==> config.mk <==
export PLATFORM = sky130hd
export DESIGN_NAME = ms_delay_timer
export DESIGN_NICKNAME = d
export VERILOG_FILES = /design/src/rtl/ms_delay_pkg.sv /design/src/rtl/ms_delay_prescaler.sv /design/src/rtl/ms_delay_counter.sv /design/src/rtl/ms_delay_fsm.sv /design/src/rtl/ms_delay_timer.sv
export SDC_FILE = /design/constraint.sdc
export NUM_CORES = 1
export LEC_CHECK = 0
export ABC_AREA = 1
export BUFFER_PORTS_ARGS = -buffer_cell sky130_fd_sc_hd__buf_2
export CAP_MARGIN = 5
export CORE_ASPECT_RATIO = 1.1
export CORE_UTILIZATION = 50
export CTS_CLUSTER_SIZE = 25
export DETAILED_ROUTE_END_ITERATION = 10
export GPL_TIMING_DRIVEN = 0
export PLACE_DENSITY_LB_ADDON = 0.15
export SLEW_MARGIN = 25
export SYNTH_ARGS = -nofsm -noshare
export SYNTH_HDL_FRONTEND = slang
export SYNTH_SLANG_ARGS = --single-unit
==> constraint.sdc <==
create_clock -name clk_i -period 1.55 [get_ports clk_i]
set_input_delay 0.155 -clock clk_i [delete_from_list [all_inputs] [get_ports clk_i]]
set_output_delay 0.155 -clock clk_i [all_outputs]
set_load 0.05 [all_outputs]
==> src/rtl/ms_delay_pkg.sv <==
package ms_delay_pkg;
  typedef enum logic [1:0] {
    ST_IDLE = 2'd0,
    ST_HOLD = 2'd1,
    ST_DONE = 2'd2
  } tmr_state_e;
endpackage

==> src/rtl/ms_delay_prescaler.sv <==
module ms_delay_prescaler #(
  parameter int unsigned DIV = 100000
) (
  input  logic clk_i,
  input  logic rst_ni,
  input  logic clr_i,
  input  logic run_i,
  output logic tick_o
);
  localparam int unsigned PW = (DIV > 2) ? $clog2(DIV) : 1;
  localparam logic [PW-1:0] LAST = PW'(DIV - 1);

  logic [PW-1:0] cnt_q;
  logic          at_last;

  assign at_last = (cnt_q == LAST);
  assign tick_o  = run_i & at_last;

  always_ff @(posedge clk_i or negedge rst_ni) begin
    if (!rst_ni)      cnt_q <= '0;
    else if (clr_i)   cnt_q <= '0;
    else if (run_i)   cnt_q <= at_last ? '0 : cnt_q + 1'b1;
  end

  p_presc_bound_r1: assert property (@(posedge clk_i) disable iff (!rst_ni)
    cnt_q <= LAST);
  p_tick_spacing_r1: assert property (@(posedge clk_i) disable iff (!rst_ni)
    tick_o |=> !tick_o);
endmodule

==> src/rtl/ms_delay_counter.sv <==
module ms_delay_counter #(
  parameter int unsigned CNT_W = 12
) (
  input  logic             clk_i,
  input  logic             rst_ni,
  input  logic             clr_i,
  input  logic             tick_i,
  output logic [CNT_W-1:0] count_o
);
  always_ff @(posedge clk_i or negedge rst_ni) begin
    if (!rst_ni)      count_o <= '0;
    else if (clr_i)   count_o <= '0;
    else if (tick_i)  count_o <= count_o + 1'b1;
  end

  p_clear_r8: assert property (@(posedge clk_i) disable iff (!rst_ni)
    clr_i |=> (count_o == '0));
  p_idle_stable_r3: assert property (@(posedge clk_i) disable iff (!rst_ni)
    (!clr_i && !tick_i) |=> $stable(count_o));
endmodule

==> src/rtl/ms_delay_fsm.sv <==
module ms_delay_fsm
  import ms_delay_pkg::*;
#(
  parameter int unsigned CNT_W = 12
) (
  input  logic             clk_i,
  input  logic             rst_ni,
  input  logic             en_i,
  input  logic [CNT_W-1:0] req_i,
  input  logic [CNT_W-1:0] count_i,
  output logic             clr_o,
  output logic             run_o,
  output logic             finish_o
);
  tmr_state_e       state_q, state_d;
  logic [CNT_W-1:0] req_q;

  assign clr_o    = (state_q == ST_IDLE) & en_i;
  assign run_o    = (state_q == ST_HOLD);
  assign finish_o = (state_q == ST_DONE);

  always_comb begin
    state_d = state_q;
    case (state_q)
      ST_IDLE: if (en_i)             state_d = ST_HOLD;
      ST_HOLD: if (count_i == req_q) state_d = ST_DONE;
      ST_DONE: if (!en_i)            state_d = ST_IDLE;
      default:                       state_d = ST_IDLE;
    endcase
  end

  always_ff @(posedge clk_i or negedge rst_ni) begin
    if (!rst_ni) begin
      state_q <= ST_IDLE;
      req_q   <= '0;
    end else begin
      state_q <= state_d;
      if (clr_o) req_q <= req_i;  // capture request at start only
    end
  end

  p_req_frozen_r7: assert property (@(posedge clk_i) disable iff (!rst_ni)
    (run_o && $past(run_o)) |-> $stable(req_q));
  p_no_overshoot_r10: assert property (@(posedge clk_i) disable iff (!rst_ni)
    run_o |-> (count_i <= req_q));
  p_zero_fast_r4: assert property (@(posedge clk_i) disable iff (!rst_ni)
    (clr_o && req_i == '0) |=> ##1 finish_o);
  p_finish_held_r5: assert property (@(posedge clk_i) disable iff (!rst_ni)
    (finish_o && en_i) |=> finish_o);
  p_finish_drop_r6: assert property (@(posedge clk_i) disable iff (!rst_ni)
    (finish_o && !en_i) |=> !finish_o);
  p_start_hold_r3: assert property (@(posedge clk_i) disable iff (!rst_ni)
    clr_o |=> run_o);
endmodule

==> src/rtl/ms_delay_timer.sv <==
module ms_delay_timer #(
  parameter int unsigned CLK_HZ  = 100_000_000,
  parameter int unsigned TICK_HZ = 1000,
  parameter int unsigned CNT_W   = 12
) (
  input  logic             clk_i,
  input  logic             rst_ni,
  input  logic             en_i,
  input  logic [CNT_W-1:0] delay_ms_i,
  output logic             done_o
);
  localparam int unsigned DIV = CLK_HZ / TICK_HZ;

  logic             clr;
  logic             run;
  logic             tick;
  logic [CNT_W-1:0] ms_cnt;

  ms_delay_prescaler #(.DIV(DIV)) u_presc (
    .clk_i  (clk_i),
    .rst_ni (rst_ni),
    .clr_i  (clr),
    .run_i  (run),
    .tick_o (tick)
  );

  ms_delay_counter #(.CNT_W(CNT_W)) u_ms_cnt (
    .clk_i   (clk_i),
    .rst_ni  (rst_ni),
    .clr_i   (clr),
    .tick_i  (tick),
    .count_o (ms_cnt)
  );

  ms_delay_fsm #(.CNT_W(CNT_W)) u_fsm (
    .clk_i    (clk_i),
    .rst_ni   (rst_ni),
    .en_i     (en_i),
    .req_i    (delay_ms_i),
    .count_i  (ms_cnt),
    .clr_o    (clr),
    .run_o    (run),
    .finish_o (done_o)
  );

  p_tick_only_running_r1: assert property (@(posedge clk_i) disable iff (!rst_ni)
    tick |-> run);
endmodule

==> results.yml, run 1 <==
critical_path:
  critPathTopFamily: "simple AND/OR/NAND/NOR gates"
  worst-endpoint-required_ns: 1.73
  timing.critical_path.arrival_ns: 1.68
  reg_to_reg_slack_setup_ns: 0.05
  worst_path_largest_cell_delay_ns: 0.38
  crit_path_end_kind: "flop"
  critical_path.reg2reg.endpoint: "u_ms_cnt.count_o[8]"
  ff2ff_path_depth: 9
  worstPathCellList: "ha_2, nand2_4, nor2_4, nand2_2, nor2_4, nand2_4, buf_6, nand3_1, nand2_1"
  worst-setup-path-type: "flop to flop"
  crit_buf_inv: 1
  critPathLaunchType: "flop"
  worst_flop_to_flop_path_startpoint: "u_presc.cnt_q[1]"
  crit_path_top_delay_cell: "sky130_fd_sc_hd__dfrtp_1"
  critPathMaxFanout: 10
final_layout:
  flow.area_growth_from_synthesis_pct: 15.6
  stdcell_count: 476
  final_net_count: 434
  drive_above_1_share_pct: 16.0
  antennaDiodeCount: 0
  post-route-util_pct: 60.0
  stdcell_area_sq_mm: 0.00300
timing:
  setup_violations: 0
  final.min_clock_period_ns: 1.50
  timing_worst_slew_pin_value_ns: 0.555
  clock-skew-final_ns: 0.00804
  clock.fmax_ghz: 0.667
  holdWs_ns: 0.0600
  grt_setup_unrepaired: "yes"
  worst_slack_ns: 0.0511
  timing.final.hold_violations: 0
  report.final.slew_viol_count: 0
  timing.final.crit_share_pct: 96.7
  setup_tns_ns: 0
  timing.slew.headroom_pct: 63.0
worst_hold_path:
  whs_path_depth: 3
  min_to: "u_fsm.req_q[7]"
  min-delay-start: "delay_ms_i[7]"
  min-delay-path-class: "primary input to flop"
clocking:
  worstSkewPairLatency_ns: 0.29
  clk_path_buf_depth: 2
  clk_pin_slew_worst_paths_ns: 0.08
  tritoncts: "built"
  cts_num_sinks: 43
  cts_root_buf: "sky130_fd_sc_hd__clkbuf_8"
  cts-buffers-inserted: 5
  cts_htree_levels: 2
synth:
  syn_inst: 381
  postSynth.asyncResetShare_pct: 100
  synth.cell_area_sq_mm: 0.00259
  yosysWarnings: 0
  yosysSeqAreaShare_pct: 41.5
  ys_top_cells_by_area: "sky130_fd_sc_hd__dfrtp_1 (41%), sky130_fd_sc_hd__nand2_1 (22%), sky130_fd_sc_hd__nand3_1 (7.7%)"
  synth_ff_type: "sky130_fd_sc_hd__dfrtp_1"
  synth.net_count: 398
  post-synth-top-count-cell: "sky130_fd_sc_hd__nand2_1"
  netlist_top_cells_count: "sky130_fd_sc_hd__nand2_1 (152), sky130_fd_sc_hd__dfrtp_1 (43), sky130_fd_sc_hd__inv_1 (40), sky130_fd_sc_hd__nand3_1 (40), sky130_fd_sc_hd__nor2_1 (37)"
  yosysTopAreaCellShare_pct: 41.5
  post-synth-top-area-cell: "sky130_fd_sc_hd__dfrtp_1"
  count_of_flip_flops_with_a_built_in_enable_after_synthesis: 0
  unique_masters_post_synth: 24
  ys_ff_latch: 43
  postSynthAreaPerCell_sq_um: 6.81
detailed_routing:
  post-route-drc-count: 2
  drtIter0Drc: 94
  detail_route.wirelength_mm: 5.65
  post_drt_via_cell_ratio: 5.04
  detail_route.wl_per_cell_microns: 11.9
  count_of_tritonroute_iterations_in_the_first_routing_pass: 7
  num_vias: 2397
  antenna_violating_nets_post_route: 0
global_routing:
  overflow: 0
  global_route_wire_length_before_repair_mm: 9.79
  grt_pass1_vias: 2277
  grt_usage_pct: 22.4
  grt_start_max_net_pins: 44
  antenna_violations_before_repair: 0
die:
  io-pin-count: 16
  die_outline_area_sq_mm: 0.00548
  floorplan.die.height_microns: 77.5
  floorplan.initialDensity_pct: 51.9
  placeableCoreArea_sq_mm: 0.00500
  fp-row-count: 27
  die_w_microns: 70.7
placed_design:
  placement.setup.worst_slack_ns: -0.0769
  place.detailed.hpwl_mm: 3.88
  place_area_sq_mm: 0.00274
  post-place-cells: 454
  globalplace.congestion: 0.899
  buffer_ports.inserted: 15
job:
  cap_violations: 0
power_and_ir_drop:
  max-vdd-ir-drop_mv: 0.733
  post-layout-total-power_mw: 4.24
  leakage_nw: 1.56
  power_density_mw_per_mm2: 1410
run_status:
  failed_checks: "DRC"
  outcome: "finished, violations left"
[how the worst max path moves through the flow]
stage / slack, ns / endpoint / cells past startpoint / from
2_1_floorplan: 0.1 / u_ms_cnt.count_o[8] / 9 / u_presc.cnt_q[0]
3_3_place_gp: -0.06 / u_ms_cnt.count_o[8] / 9 / u_presc.cnt_q[0]
4_1_cts: 0.008 / u_presc.cnt_q[10] / 10 / u_presc.cnt_q[1]
5_1_grt: -0.06 / u_ms_cnt.count_o[10] / 9 / u_presc.cnt_q[1]
6_report: 0.05 / u_ms_cnt.count_o[8] / 9 / u_presc.cnt_q[1]
3_5_place_dp: -0.08 / u_ms_cnt.count_o[8] / 9 / u_presc.cnt_q[0]
[cells by family after synthesis]
logic type / after synthesis / share of synthesized area (%)
xor+xnor: 10 / 3.38
flops: 43 / 41.5
fa+ha+maj: 2 / 0.965
simple gates: 251 / 41.4
buf+inv: 52 / 8.01
compound gates: 23 / 4.78
[report_power, final]
part | switching [mW] | internal (mW)
clock network | 0.388 | 0.407
registers | 0.359 | 1.50
logic | 0.927 | 0.663
[cell usage in the layout (no fill, tap or decap), types with 6 or more instances in the layout]
cell	synthesis	final
sky130_fd_sc_hd__nand2_2	6	6
sky130_fd_sc_hd__inv_1	40	39
sky130_fd_sc_hd__buf_2	4	18
sky130_fd_sc_hd__nand3_1	40	39
sky130_fd_sc_hd__nand4_1	7	7
sky130_fd_sc_hd__clkbuf_8	0	7
sky130_fd_sc_hd__buf_4	0	13
sky130_fd_sc_hd__dfrtp_1	43	42
sky130_fd_sc_hd__nor2_4	4	7
sky130_fd_sc_hd__nand2_1	152	150
sky130_fd_sc_hd__o21ai_0	15	15
sky130_fd_sc_hd__nor2_1	37	36
[worst register-to-register path, cell delays in order (launching register included)]
cell	delay, ns
sky130_fd_sc_hd__dfrtp_1	0.38
sky130_fd_sc_hd__ha_2	0.23
sky130_fd_sc_hd__nand2_4	0.07
sky130_fd_sc_hd__nor2_4	0.12
sky130_fd_sc_hd__nand2_2	0.08
sky130_fd_sc_hd__nor2_4	0.15
sky130_fd_sc_hd__nand2_4	0.08
sky130_fd_sc_hd__buf_6	0.15
sky130_fd_sc_hd__nand3_1	0.06
sky130_fd_sc_hd__nand2_1	0.06
[routing by layer]
metal | GRT usage (%) | up-vias | routed length (microns)
li1 | - | 1257 | -
met1 | 26.0 | 1091 | 2520
met2 | 40.6 | 37 | 2860
met3 | 4.16 | 12 | 162
met4 | 8.60 | 0 | 106
met5 | 0 | - | 0
[sequential cells by signal (all words and copies together), names as in the netlist]
signal / count
u_presc.cnt_q: 17
u_fsm.req_q: 12
u_ms_cnt.count_o: 12
u_fsm.state_q: 2
[what timing repair did]
action	4_1_cts	5_1_grt
gates resized for setup	1	15
setup endpoints to repair	22	34
pin swaps	2	6
buffers inserted	2	11
hold endpoints to repair	0	43
hold buffers	0	1
[final cells by class]
type / instances / area (sq um)
buffer: 8 / 45.0
clock buffer: 8 / 100
fill: 463 / 2000
inverter: 44 / 165
multi-input combinational: 286 / 1350
sequential: 43 / 1080
tap: 58 / 72.6
timing repair buffer: 29 / 189
Power figures use the tool's default switching activity.
==> inputs of run 2 (changes only) <==
--- a/config.mk
+++ b/config.mk
@@ -13,7 +13,7 @@
 export CTS_CLUSTER_SIZE = 25
 export DETAILED_ROUTE_END_ITERATION = 10
 export GPL_TIMING_DRIVEN = 0
-export PLACE_DENSITY_LB_ADDON = 0.15
+export PLACE_DENSITY_LB_ADDON = 0.3
 export SLEW_MARGIN = 25
 export SYNTH_ARGS = -nofsm -noshare
 export SYNTH_HDL_FRONTEND = slang
==> results.yml, run 2 (synthesized netlist as in run 1, its figures left out) <==
final_layout:
  final_net_count: 430
  stdcell_count: 472
  mostFrequentLayoutCells: "sky130_fd_sc_hd__nand2_1 (149), sky130_fd_sc_hd__dfrtp_1 (41), sky130_fd_sc_hd__inv_1 (39), sky130_fd_sc_hd__nor2_1 (36), sky130_fd_sc_hd__nand3_1 (31)"
  flow.area_growth_from_synthesis_pct: 16.5
  number_of_flip_flops_under_the_largest_register_name: 17
  post-route-util_pct: 60.5
  top_regs: "u_presc.cnt_q: 17 flops, u_fsm.req_q: 12 flops, u_ms_cnt.count_o: 12 flops"
  antennaDiodeCount: 0
  most_common_cell_after_layout_fill_and_taps_aside: "sky130_fd_sc_hd__nand2_1"
  drive_above_1_share_pct: 18.1
  max_flop_register: "u_presc.cnt_q"
worst_hold_path:
  min-delay-start: "delay_ms_i[5]"
  min-delay-path-class: "primary input to flop"
  min_to: "u_fsm.req_q[5]"
  whs_path_depth: 3
clocking:
  clk_pin_slew_worst_paths_ns: 0.09
  cts_htree_levels: 2
  worstSkewPairLatency_ns: 0.30
  cts_num_sinks: 43
  tritoncts: "built"
  cts_root_buf: "sky130_fd_sc_hd__clkbuf_8"
  cts-buffers-inserted: 5
  clk_path_buf_depth: 2
timing:
  holdWs_ns: 0.0521
  final.min_clock_period_ns: 1.51
  clock.fmax_ghz: 0.661
  timing.slew.headroom_pct: 63.2
  timing.final.hold_violations: 0
  setup_violations: 0
  timing_worst_slew_pin_value_ns: 0.552
  worst_slack_ns: 0.0364
  clock-skew-final_ns: 0.00891
  report.final.slew_viol_count: 0
  grt_setup_unrepaired: "yes"
  timing.final.crit_share_pct: 97.7
critical_path:
  ff2ff_path_depth: 9
  reg_to_reg_slack_setup_ns: 0.04
  critPathLaunchType: "flop"
  timing.critical_path.arrival_ns: 1.71
  worst-endpoint-required_ns: 1.74
  critPathMaxFanout: 10
  worst-setup-path-type: "flop to flop"
  worst_flop_to_flop_path_startpoint: "u_presc.cnt_q[0]"
  crit_path_end_kind: "flop"
  critical_path.reg2reg.endpoint: "u_ms_cnt.count_o[7]"
run_status:
  outcome: "finished, violations left"
  failed_checks: "DRC"
die:
  io-pin-count: 16
  fp-row-count: 27
  die_outline_area_sq_mm: 0.00548
  floorplan.initialDensity_pct: 51.9
  placeableCoreArea_sq_mm: 0.00500
  die_w_microns: 70.7
  floorplan.die.height_microns: 77.5
detailed_routing:
  post-route-drc-count: 2
  count_of_tritonroute_iterations_in_the_first_routing_pass: 7
  post_drt_via_cell_ratio: 5.12
  detail_route.wirelength_mm: 5.88
  antenna_violating_nets_post_route: 0
  drtIter0Drc: 110
  num_vias: 2418
  detail_route.wl_per_cell_microns: 12.4
placed_design:
  globalplace.congestion: 0.910
  post-place-cells: 454
  placement.setup.worst_slack_ns: -0.0749
  buffer_ports.inserted: 15
  place.detailed.hpwl_mm: 3.96
global_routing:
  global_route_wire_length_before_repair_mm: 9.80
  grt_usage_pct: 22.9
  grt_pass1_vias: 2162
  overflow: 0
  grt_start_max_net_pins: 44
  antenna_violations_before_repair: 0
power_and_ir_drop:
  power.switching_mw: 1.74
  cell_internal_pwr_mw: 2.61
  pwr-share-comb_pct: 36.8
  p_seq_share_pct: 43.0
  switching_share_pct: 40.0
  power_density_mw_per_mm2: 1440
  max-vdd-ir-drop_mv: 0.718
  leakage_nw: 1.55
  share_clk_of_total_power_pct: 20.2
job:
  cap_violations: 0
## run 2: power by group through the flow
stage / Clock (mW) / Sequential (mW) / Combinational, mW
6_report: 0.881 / 1.87 / 1.60
4_1_cts: 0.908 / 1.85 / 1.46
3_5_place_dp: 0 / 1.87 / 1.45
5_1_grt: 0.940 / 1.92 / 1.85
3_3_place_gp: 0 / 1.86 / 1.39
2_1_floorplan: 0 / 1.79 / 1.14
## run 2: worst max-delay path by stage
stage	from	end	slack [ns]	cells past startpoint
floorplan	u_presc.cnt_q[0]	u_ms_cnt.count_o[8]	0.1	9
global placement	u_presc.cnt_q[0]	u_ms_cnt.count_o[8]	-0.06	9
detailed placement	u_presc.cnt_q[0]	u_ms_cnt.count_o[9]	-0.07	9
CTS	u_presc.cnt_q[0]	u_ms_cnt.count_o[9]	0.0009	9
global route	u_presc.cnt_q[0]	u_presc.cnt_q[14]	-0.06	9
finish	u_presc.cnt_q[0]	u_ms_cnt.count_o[7]	0.04	9
## run 2: worst max-delay path, stage by stage, from the launching register on
cell and delay (ns):
sky130_fd_sc_hd__dfrtp_1 0.39, sky130_fd_sc_hd__ha_2 0.23, sky130_fd_sc_hd__nand2_4 0.07, sky130_fd_sc_hd__nor2_4 0.13, sky130_fd_sc_hd__nand2_2 0.08, sky130_fd_sc_hd__nor2_4 0.14, sky130_fd_sc_hd__nand2_4 0.09, sky130_fd_sc_hd__buf_8 0.15
sky130_fd_sc_hd__nand3_1 0.06, sky130_fd_sc_hd__nand2_1 0.05
## run 2: what timing repair did
item / 4_1_cts / 5_1_grt
endpoints found under the setup margin: 16 / 36
gates resized for setup: 1 / 25
pin swaps: 2 / 8
cloned: 0 / 0
buffers inserted: 1 / 8
hold endpoints to repair: 0 / 43
hold buffers: 0 / 1
## run 2: through the flow
step	setup TNS (ns)	cell area [sq um]	total power [mW]
floorplan	0	2590	2.93
global placement	-0.545	2740	3.25
detailed placement	-0.751	2740	3.32
CTS	0	2860	4.22
global route	-0.624	3020	4.71
finish	0	3020	4.35
## run 2: final cells by class
cell class,count,area (sq um)
sequential,43,1080
multi-input combinational,286,1390
inverter,44,165
clock inverter,3,43.8
fill,469,1980
buffer,8,48.8
tap,58,72.6
clock buffer,5,68.8
timing repair buffer,25,155
## run 2: metal layers
metal | track usage (%) | vias up | part of all wire, %
met5 | 0 | - | 0
met4 | 8.40 | 0 | 2.2
met3 | 4.03 | 11 | 4.2
met2 | 40.2 | 51 | 51
met1 | 28.1 | 1101 | 42
li1 | - | 1255 | -
==> inputs of run 3 (changes only) <==
--- a/config.mk
+++ b/config.mk
@@ -14,6 +14,7 @@
 export DETAILED_ROUTE_END_ITERATION = 10
 export GPL_TIMING_DRIVEN = 0
 export PLACE_DENSITY_LB_ADDON = 0.3
+export RECOVER_POWER = 50
 export SLEW_MARGIN = 25
 export SYNTH_ARGS = -nofsm -noshare
 export SYNTH_HDL_FRONTEND = slang
==> results.yml, run 3 (synthesized netlist as in run 1, its figures left out) <==
timing:
  grt_setup_unrepaired: "yes"
  timing.final.crit_share_pct: 97.7
  clock.fmax_ghz: 0.661
  clock-skew-final_ns: 0.00891
  setup_tns_ns: 0
  setup_violations: 0
  timing.final.hold_violations: 0
  report.final.slew_viol_count: 0
  final.min_clock_period_ns: 1.51
  timing.slew.headroom_pct: 28.2
  worst_slack_ns: 0.0362
  timing_worst_slew_pin_value_ns: 1.08
worst_hold_path:
  min_to: "u_fsm.req_q[5]"
  min-delay-path-class: "primary input to flop"
  whs_path_depth: 3
  min-delay-start: "delay_ms_i[5]"
critical_path:
  timing.critical_path.arrival_ns: 1.71
  worst-endpoint-required_ns: 1.74
  critPathLaunchType: "flop"
  critPathMaxFanout: 10
  critical_path.reg2reg.endpoint: "u_ms_cnt.count_o[7]"
  crit_path_end_kind: "flop"
  worst_flop_to_flop_path_startpoint: "u_presc.cnt_q[0]"
  reg_to_reg_slack_setup_ns: 0.04
  worst-setup-path-type: "flop to flop"
  ff2ff_path_depth: 9
global_routing:
  grt_usage_pct: 22.9
  global_route_wire_length_before_repair_mm: 9.80
  grt_pass1_vias: 2162
  grt_start_max_net_pins: 44
  overflow: 0
  antenna_violations_before_repair: 0
final_layout:
  drive_above_1_share_pct: 18.1
  max_flop_register: "u_presc.cnt_q"
  number_of_flip_flops_under_the_largest_register_name: 17
  final_net_count: 430
  mostFrequentLayoutCells: "sky130_fd_sc_hd__nand2_1 (149), sky130_fd_sc_hd__dfrtp_1 (41), sky130_fd_sc_hd__inv_1 (39), sky130_fd_sc_hd__nor2_1 (36), sky130_fd_sc_hd__nand3_1 (31)"
  antennaDiodeCount: 0
  flow.area_growth_from_synthesis_pct: 16.4
  stdcell_count: 472
  top_regs: "u_presc.cnt_q: 17 flops, u_fsm.req_q: 12 flops, u_ms_cnt.count_o: 12 flops"
  most_common_cell_after_layout_fill_and_taps_aside: "sky130_fd_sc_hd__nand2_1"
clocking:
  worstSkewPairLatency_ns: 0.30
  cts_num_sinks: 43
  clk_path_buf_depth: 2
  cts_root_buf: "sky130_fd_sc_hd__clkbuf_8"
  cts-buffers-inserted: 5
  clk_pin_slew_worst_paths_ns: 0.09
  cts_htree_levels: 2
  tritoncts: "built"
power_and_ir_drop:
  max-vdd-ir-drop_mv: 0.718
  power_density_mw_per_mm2: 1440
  leakage_nw: 1.55
die:
  io-pin-count: 16
  die_outline_area_sq_mm: 0.00548
  floorplan.initialDensity_pct: 51.9
  floorplan.die.height_microns: 77.5
  placeableCoreArea_sq_mm: 0.00500
  fp-row-count: 27
  die_w_microns: 70.7
detailed_routing:
  routed.top_layer: "met4"
  wl_met3_microns: 248
  num_vias: 2417
  antenna_violating_nets_post_route: 0
  detail_route.wirelength_mm: 5.88
  wl_met2_mm: 3.02
  detail_route.wl_per_cell_microns: 12.4
  count_of_tritonroute_iterations_in_the_first_routing_pass: 7
  post_route_m1_wl_mm: 2.48
  post-route-drc-count: 2
  drtIter0Drc: 110
  post_drt_via_cell_ratio: 5.12
placed_design:
  placement.setup.worst_slack_ns: -0.0749
  post-place-cells: 454
  buffer_ports.inserted: 15
  place.detailed.hpwl_mm: 3.96
  globalplace.congestion: 0.910
run_status:
  outcome: "finished, violations left"
  failed_checks: "DRC"
job:
  cap_violations: 0
## run 3: critical path: stages (launching register included)
cell and delay, ns:
sky130_fd_sc_hd__dfrtp_1 0.39, sky130_fd_sc_hd__ha_2 0.23, sky130_fd_sc_hd__nand2_4 0.07, sky130_fd_sc_hd__nor2_4 0.13
sky130_fd_sc_hd__nand2_2 0.08, sky130_fd_sc_hd__nor2_4 0.14, sky130_fd_sc_hd__nand2_4 0.09, sky130_fd_sc_hd__buf_8 0.15
sky130_fd_sc_hd__nand3_1 0.06, sky130_fd_sc_hd__nand2_1 0.05
## run 3: what timing repair did
item	CTS	global route
gates resized for setup	1	25
hold buffers	0	1
hold endpoints to repair	0	43
buffers inserted	1	8
endpoints found under the setup margin	16	36
pin swaps	2	8
## run 3: power by group
| group | total (mW) | switching (mW) | internal (mW) |
|---|---|---|---|
| logic | 1.60 | 0.966 | 0.633 |
| clock network | 0.881 | 0.401 | 0.480 |
| registers | 1.87 | 0.372 | 1.50 |
| total | 4.35 | 1.74 | 2.61 |
## run 3: area by class of cell
type                    count  area (sq um)
multi-input cells         286          1390
fillers                   469          1980
inverters                  44           165
well taps                  58          72.6
plain buffers               8          48.8
clock inverters             3          43.8
repair buffers             25           153
flip-flops and latches     43          1080
clock buffers               5          68.8
## run 3: how the worst max path moves through the flow
stage | slack (ns) | startpoint | cells past startpoint | to
6_report | 0.04 | u_presc.cnt_q[0] | 9 | u_ms_cnt.count_o[7]
5_1_grt | -0.06 | u_presc.cnt_q[0] | 9 | u_presc.cnt_q[14]
4_1_cts | 0.0009 | u_presc.cnt_q[0] | 9 | u_ms_cnt.count_o[9]
3_5_place_dp | -0.07 | u_presc.cnt_q[0] | 9 | u_ms_cnt.count_o[9]
3_3_place_gp | -0.06 | u_presc.cnt_q[0] | 9 | u_ms_cnt.count_o[8]
2_1_floorplan | 0.1 | u_presc.cnt_q[0] | 9 | u_ms_cnt.count_o[8]
## run 3: routing by layer
layer | global-route usage (%) | vias up
li1 | - | 1255
met1 | 28.1 | 1100
met2 | 40.2 | 51
met3 | 4.03 | 11
met4 | 8.40 | 0
met5 | 0 | -
## run 3: per-stage QoR
step	hold WS [ns]	utilization [%]	power [mW]	instance area, sq um
2_1_floorplan	-0.141	-	2.93	2590
3_3_place_gp	0.355	54.8	3.25	2740
3_5_place_dp	0.360	54.8	3.32	2740
4_1_cts	0.0320	57.3	4.22	2860
5_1_grt	0.0526	60.4	4.71	3020
6_report	0.0521	60.4	4.35	3020
